==> config.mk <==
export PLATFORM = sky130hd
export DESIGN_NAME = cbag_dag
export DESIGN_NICKNAME = d
export VERILOG_FILES = /design/src/rtl/cbag_pkg.sv /design/src/rtl/cbag_bank.sv /design/src/rtl/cbag_wrap.sv /design/src/rtl/cbag_dag.sv
export SDC_FILE = /design/constraint.sdc
export NUM_CORES = 1
export LEC_CHECK = 0
export BUFFER_PORTS_ARGS = -buffer_cell sky130_fd_sc_hd__buf_2
export CAP_MARGIN = 20
export CORE_UTILIZATION = 35
export DETAILED_ROUTE_END_ITERATION = 10
export GPL_ROUTABILITY_DRIVEN = 1
export PLACE_DENSITY_LB_ADDON = 0.08
export REMOVE_ABC_BUFFERS = 1
export SLEW_MARGIN = 10
export SYNTH_ARGS = -nofsm -noshare
export SYNTH_HDL_FRONTEND = slang
export SYNTH_HIERARCHICAL = 1
export SYNTH_SLANG_ARGS = --single-unit
==> constraint.sdc <==
create_clock -name clk -period 9.42 [get_ports clk]
set_input_delay 1.413 -clock clk [delete_from_list [all_inputs] [get_ports clk]]
set_output_delay 1.413 -clock clk [all_outputs]
set_load 0.01 [all_outputs]
==> src/rtl/cbag_pkg.sv <==
package cbag_pkg;
  typedef enum logic [1:0] {
    LD_PTR  = 2'd0,
    LD_MOD  = 2'd1,
    LD_LEN  = 2'd2,
    LD_NONE = 2'd3
  } ld_kind_e;
endpackage

==> src/rtl/cbag_bank.sv <==
module cbag_bank #(
  parameter int AW   = 14,
  parameter int NPTR = 4,
  parameter int NMOD = 4,
  parameter int IW   = 2,
  localparam int PW  = $clog2(NPTR)
) (
  input  logic                       clk,
  input  logic                       rst,
  input  logic                       ld_en,
  input  logic [1:0]                 ld_kind,
  input  logic [IW-1:0]              ld_idx,
  input  logic [AW-1:0]              ld_data,
  input  logic                       upd_en,
  input  logic [PW-1:0]              upd_idx,
  input  logic [AW-1:0]              upd_val,
  output logic [NPTR-1:0][AW-1:0]    ptr_q,
  output logic [NPTR-1:0][AW-1:0]    base_q,
  output logic [NPTR-1:0][AW-1:0]    len_q,
  output logic [NMOD-1:0][AW-1:0]    mod_q
);
  import cbag_pkg::*;

  ld_kind_e kind;
  assign kind = ld_kind_e'(ld_kind);

  for (genvar i = 0; i < NPTR; i++) begin : g_ptr
    logic hit_ptr, hit_len, hit_upd;
    assign hit_ptr = ld_en && (kind == LD_PTR) && (ld_idx == IW'(i));
    assign hit_len = ld_en && (kind == LD_LEN) && (ld_idx == IW'(i));
    assign hit_upd = upd_en && (upd_idx == PW'(i));

    always_ff @(posedge clk) begin
      if (rst) begin
        ptr_q[i]  <= '0;
        base_q[i] <= '0;
        len_q[i]  <= '0;
      end else begin
        if (hit_ptr) begin
          ptr_q[i]  <= ld_data;
          base_q[i] <= ld_data;
        end else if (hit_upd) begin
          ptr_q[i]  <= upd_val;
        end
        if (hit_len) len_q[i] <= ld_data;
      end
    end
  end

  for (genvar j = 0; j < NMOD; j++) begin : g_mod
    always_ff @(posedge clk) begin
      if (rst) mod_q[j] <= '0;
      else if (ld_en && (kind == LD_MOD) && (ld_idx == IW'(j))) mod_q[j] <= ld_data;
    end
  end
endmodule

==> src/rtl/cbag_wrap.sv <==
module cbag_wrap #(
  parameter int AW = 14,
  localparam int EW = AW + 2
) (
  input  logic [AW-1:0] ptr,
  input  logic [AW-1:0] base,
  input  logic [AW-1:0] len,
  input  logic [AW-1:0] stride,
  output logic [AW-1:0] nxt
);
  logic [AW-1:0]        rel;
  logic signed [EW-1:0] off, lens, adj;

  always_comb begin
    rel  = ptr - base;
    off  = $signed({2'b00, rel}) + $signed({{2{stride[AW-1]}}, stride});
    lens = $signed({2'b00, len});
    if (off >= lens)      adj = off - lens;
    else if (off < 0)     adj = off + lens;
    else                  adj = off;
    if (len == '0) nxt = ptr + stride;
    else           nxt = base + adj[AW-1:0];
  end
endmodule

==> src/rtl/cbag_dag.sv <==
module cbag_dag #(
  parameter int AW   = 14,
  parameter int NPTR = 4,
  parameter int NMOD = 4,
  localparam int PW  = $clog2(NPTR),
  localparam int MW  = $clog2(NMOD),
  localparam int IW  = (PW > MW) ? PW : MW
) (
  input  logic          clk,
  input  logic          rst,
  input  logic          ld_en,
  input  logic [1:0]    ld_kind,
  input  logic [IW-1:0] ld_idx,
  input  logic [AW-1:0] ld_data,
  input  logic          acc_en,
  input  logic [PW-1:0] acc_ptr,
  input  logic [MW-1:0] acc_mod,
  output logic [AW-1:0] addr_out,
  output logic          addr_vld
);
  logic [NPTR-1:0][AW-1:0] ptr_q, base_q, len_q;
  logic [NMOD-1:0][AW-1:0] mod_q;
  logic [AW-1:0]           nxt;

  cbag_bank #(.AW(AW), .NPTR(NPTR), .NMOD(NMOD), .IW(IW)) u_bank (
    .clk(clk), .rst(rst),
    .ld_en(ld_en), .ld_kind(ld_kind), .ld_idx(ld_idx), .ld_data(ld_data),
    .upd_en(acc_en), .upd_idx(acc_ptr), .upd_val(nxt),
    .ptr_q(ptr_q), .base_q(base_q), .len_q(len_q), .mod_q(mod_q)
  );

  cbag_wrap #(.AW(AW)) u_wrap (
    .ptr(ptr_q[acc_ptr]), .base(base_q[acc_ptr]), .len(len_q[acc_ptr]),
    .stride(mod_q[acc_mod]), .nxt(nxt)
  );

  always_ff @(posedge clk) begin
    if (rst) begin
      addr_out <= '0;
      addr_vld <= 1'b0;
    end else begin
      addr_vld <= acc_en;
      if (acc_en) addr_out <= ptr_q[acc_ptr];
    end
  end
endmodule

==> impl_metrics.csv <==
group,metric,value,unit
status,outcome,"completed",
floorplanning,start_util,0.355,
logic_synthesis,synth_cell_types,78,
logic_synthesis,synth.area.top_cells,"dfxtp_1, a21oi_1, ha_1, mux4_2, nand3_1",
finish,drive_gt1_frac,0.202,
logic_synthesis,synthCells,1857,
logic_synthesis,yosys.area_share.simple,0.185,
logic_synthesis,synth_top_family_by_area,"compound AO/OA/AOI/OAI gates",
logic_synthesis,synth_top_area_share,0.312,
drt,firstDrtPassIters,6,
clock_network,clk_latency,0.58,ns
grt,grt_pass1_vias,14071,
logic_synthesis,synth.avg_cell_area,8.26,sq um
logic_synthesis,yosys_register_bits,239,
logic_synthesis,synth_edf_count,0,
timing,hold-worst-slack,0.472,ns
placed_design,port_buffers,40,
setup_path,cp.required,9.90,ns
drt,routed_wl,56600,microns
timing,hold_viol_final,0,
clock_network,clk_path_buf_depth,3,
logic_synthesis,synthMuxAreaShare,0.0950,
logic_synthesis,synth-main-ff-cell,"dfxtp_1",
pwr,peakVddDrop,0.000135,V
setup_path,worst_path_max_delay_cell,"mux4_2",
clock_network,clk_pin_slew_worst_paths,0.06,ns
timing,finalClockSkew,0.0192,ns
clock_network,cts_max_level,1,
min_path,hp-start,"u_bank/len_q[34]$_SDFFE_PP0P_",
setup_path,path_class,"primary input to flip-flop",
setup_path,critPathMostFrequentCell,"buf_4",
timing,max_freq,113,MHz
clock_network,cts_tree,"done",
pwr,leakage,6.53,nW
logic_synthesis,synth_xor_area_frac,0.0217,
logic_synthesis,synthAdderAreaFrac,0.0747,
floorplanning,die_h,211,microns
grt,gr-total-overflow,0,
logic_synthesis,synth-compound-area-share,0.240,
floorplanning,core,43200,sq um
drt,vias_per_cell,5.79,
clock_network,cts_hold_buf,0,
drt,ant_nets,0,
setup_path,endpoint_kind,"flip-flop",
timing,maxSlewHeadroom,0.348,
clock_network,cts.sinks,239,
timing,final-max-slew-violation-count,0,
placed_design,dp_slack,-0.519,ns
drt,drcViolationCount,0,
floorplanning,ios,41,
timing,setup_tns,0,ns
grt,antenna_found_initial,2,
finish,fin_nets,2039,
placed_design,place.gp.congestion,0.900,
setup_path,timing.rr.start,"u_bank/base_q[29]$_SDFFE_PP0P_",
setup_path,worstSetupStartpoint,"acc_ptr[0]",
timing,finalCriticalPeriod,8.82,ns
grt,grt_use_total,0.252,
finish,most-common-layout-cells,"dfxtp_1, a21oi_1, nand3_1",
drt,wl_per_cell,22.4,microns
grt,grt_max_degree,79,
clock_network,numCtsBuffers,30,
floorplanning,dieArea,44700,sq um
floorplanning,placementRows,76,
pwr,p_per_area,212,nW/um^2
timing,fin_crit_sh,0.937,
drt,drt_iter0_markers,1259,
setup_path,critPathMaxFanout,6,
logic_synthesis,syn_area,15300,sq um
timing,rsz0062_at_grt,"no",
min_path,holdCritPathClass,"flip-flop to flip-flop",
setup_path,critPathLaunchType,"primary input",
timing,setup_slack,0.597,ns
logic_synthesis,yosysWarnings,6,
timing,setup_viol,0,
timing,worst_slew_pin_slew,0.974,ns
drt,vias,14656,
logic_synthesis,yosys.area.top_type,"dfxtp_1",
finish,final_common_cell,"dfxtp_1",
setup_path,critPathArrivalTime,9.30,ns
finish,fill_cells,4466,
setup_path,slowest_delay,0.56,ns
clock_network,cts_root_buffer,"clkbuf_16",
flow_run,drv_cap,0,
floorplanning,die_w,211,microns
pwr,fin_total_pwr,3.79,mW
placed_design,dp_hpwl,36800,microns
finish,syn2layout_area_growth,16.8,%
grt,grt_pass1_wl,86500,microns
logic_synthesis,synth_seq_area_share,0.312,
logic_synthesis,async_reset_ff_frac,0,
finish,post-route-util,0.415,
[metal layers]
metal | track usage | vias up | part of all wire
li1 | - | 6977 | -
met1 | 0.346 | 7179 | 0.44
met2 | 0.419 | 435 | 0.48
met3 | 0.0341 | 65 | 0.062
met4 | 0.0525 | 0 | 0.017
met5 | 0 | - | 0
[power breakdown]
| part | internal [mW] | switching [mW] |
|---|---|---|
| registers | 1.04 | 0.0120 |
| logic | 0.710 | 0.864 |
| clock network | 0.700 | 0.469 |
| total | 2.45 | 1.35 |
[per-stage QoR]
stage               instances  cell area (sq um)
floorplan                1674              14500
global placement         2475              16800
detailed placement       2475              16800
CTS                      2528              17800
global route             2531              17900
finish                   2532              17900
[kinds of logic after synthesis]
family / count (synthesis)
mux: 93
buf+inv: 243
xor+xnor: 38
fa+ha+maj: 88
flops: 239
simple gates: 562
compound gates: 594
[synth_stat cells, drive strengths merged (3+ instances only)]
cell,count
dfxtp,239
a21oi,212
o21ai,206
nand3,183
nand2,147
clkbuf,98
buf,85
ha,82
nor3,76
inv,60
a311oi,56
nor2,54
mux2i,50
mux4,42
xnor2,23
o221ai,22
nor2b,19
or3b,17
xor2,15
a21o,11
and3,10
nand2b,10
a211oi,9
a221o,9
a21boi,8
a22o,7
a31oi,7
nand3b,7
o21bai,7
and3b,6
fa,6
o21a,6
or2,6
or3,6
nor3b,5
and2,4
nand4,4
nor4,4
o211ai,4
o31ai,4
o41ai,4
a221oi,3
o2111ai,3
[worst max-delay path: cells and delay by family]
kind	cells	cell delay, ns
and+or+nand+nor	10	1.49
xor gates and xnor gates	2	0.40
buffers and inverters	7	0.94
adders and majority gates	4	1.15
AOI/OAI and AO/OA	17	3.12
muxes	2	0.79
[area by class of cell]
type / count / area [sq um] / share of cell area
diodes: 1 / 2.50 / 0.000140
clock buffers: 44 / 925 / 0.0516
clock inverters: 9 / 78.8 / 0.00440
inverters: 60 / 225 / 0.0126
multi-input cells: 1375 / 9590 / 0.536
flip-flops and latches: 239 / 4780 / 0.267
well taps: 585 / 732 / 0.0409
repair buffers: 219 / 1570 / 0.0877
[registers in the layout, summed over array words and instances (netlist names)]
register,count
addr_out,14
addr_vld,1
u_bank/base_q,56
u_bank/len_q,56
u_bank/mod_q,56
u_bank/ptr_q,56
[what timing repair did]
item | in CTS | in global routing
resized for setup | 0 | 40
hold endpoints to repair | 0 | 0
setup buffers | 0 | 2
setup endpoints to repair | 0 | 36
[final timing paths]
check | endpoint | cells past startpoint | slack, ns
setup / recovery | u_bank/ptr_q[27]$_SDFFE_PP0P_ | 42 | 0.60
setup reg to reg | u_bank/ptr_q[27]$_SDFFE_PP0P_ | 41 | 1.31
hold reg to reg | u_bank/len_q[34]$_SDFFE_PP0P_ | 2 | 0.47
hold / removal | u_bank/len_q[34]$_SDFFE_PP0P_ | 2 | 0.47
Note: power is estimated with default switching activity, not from simulation.
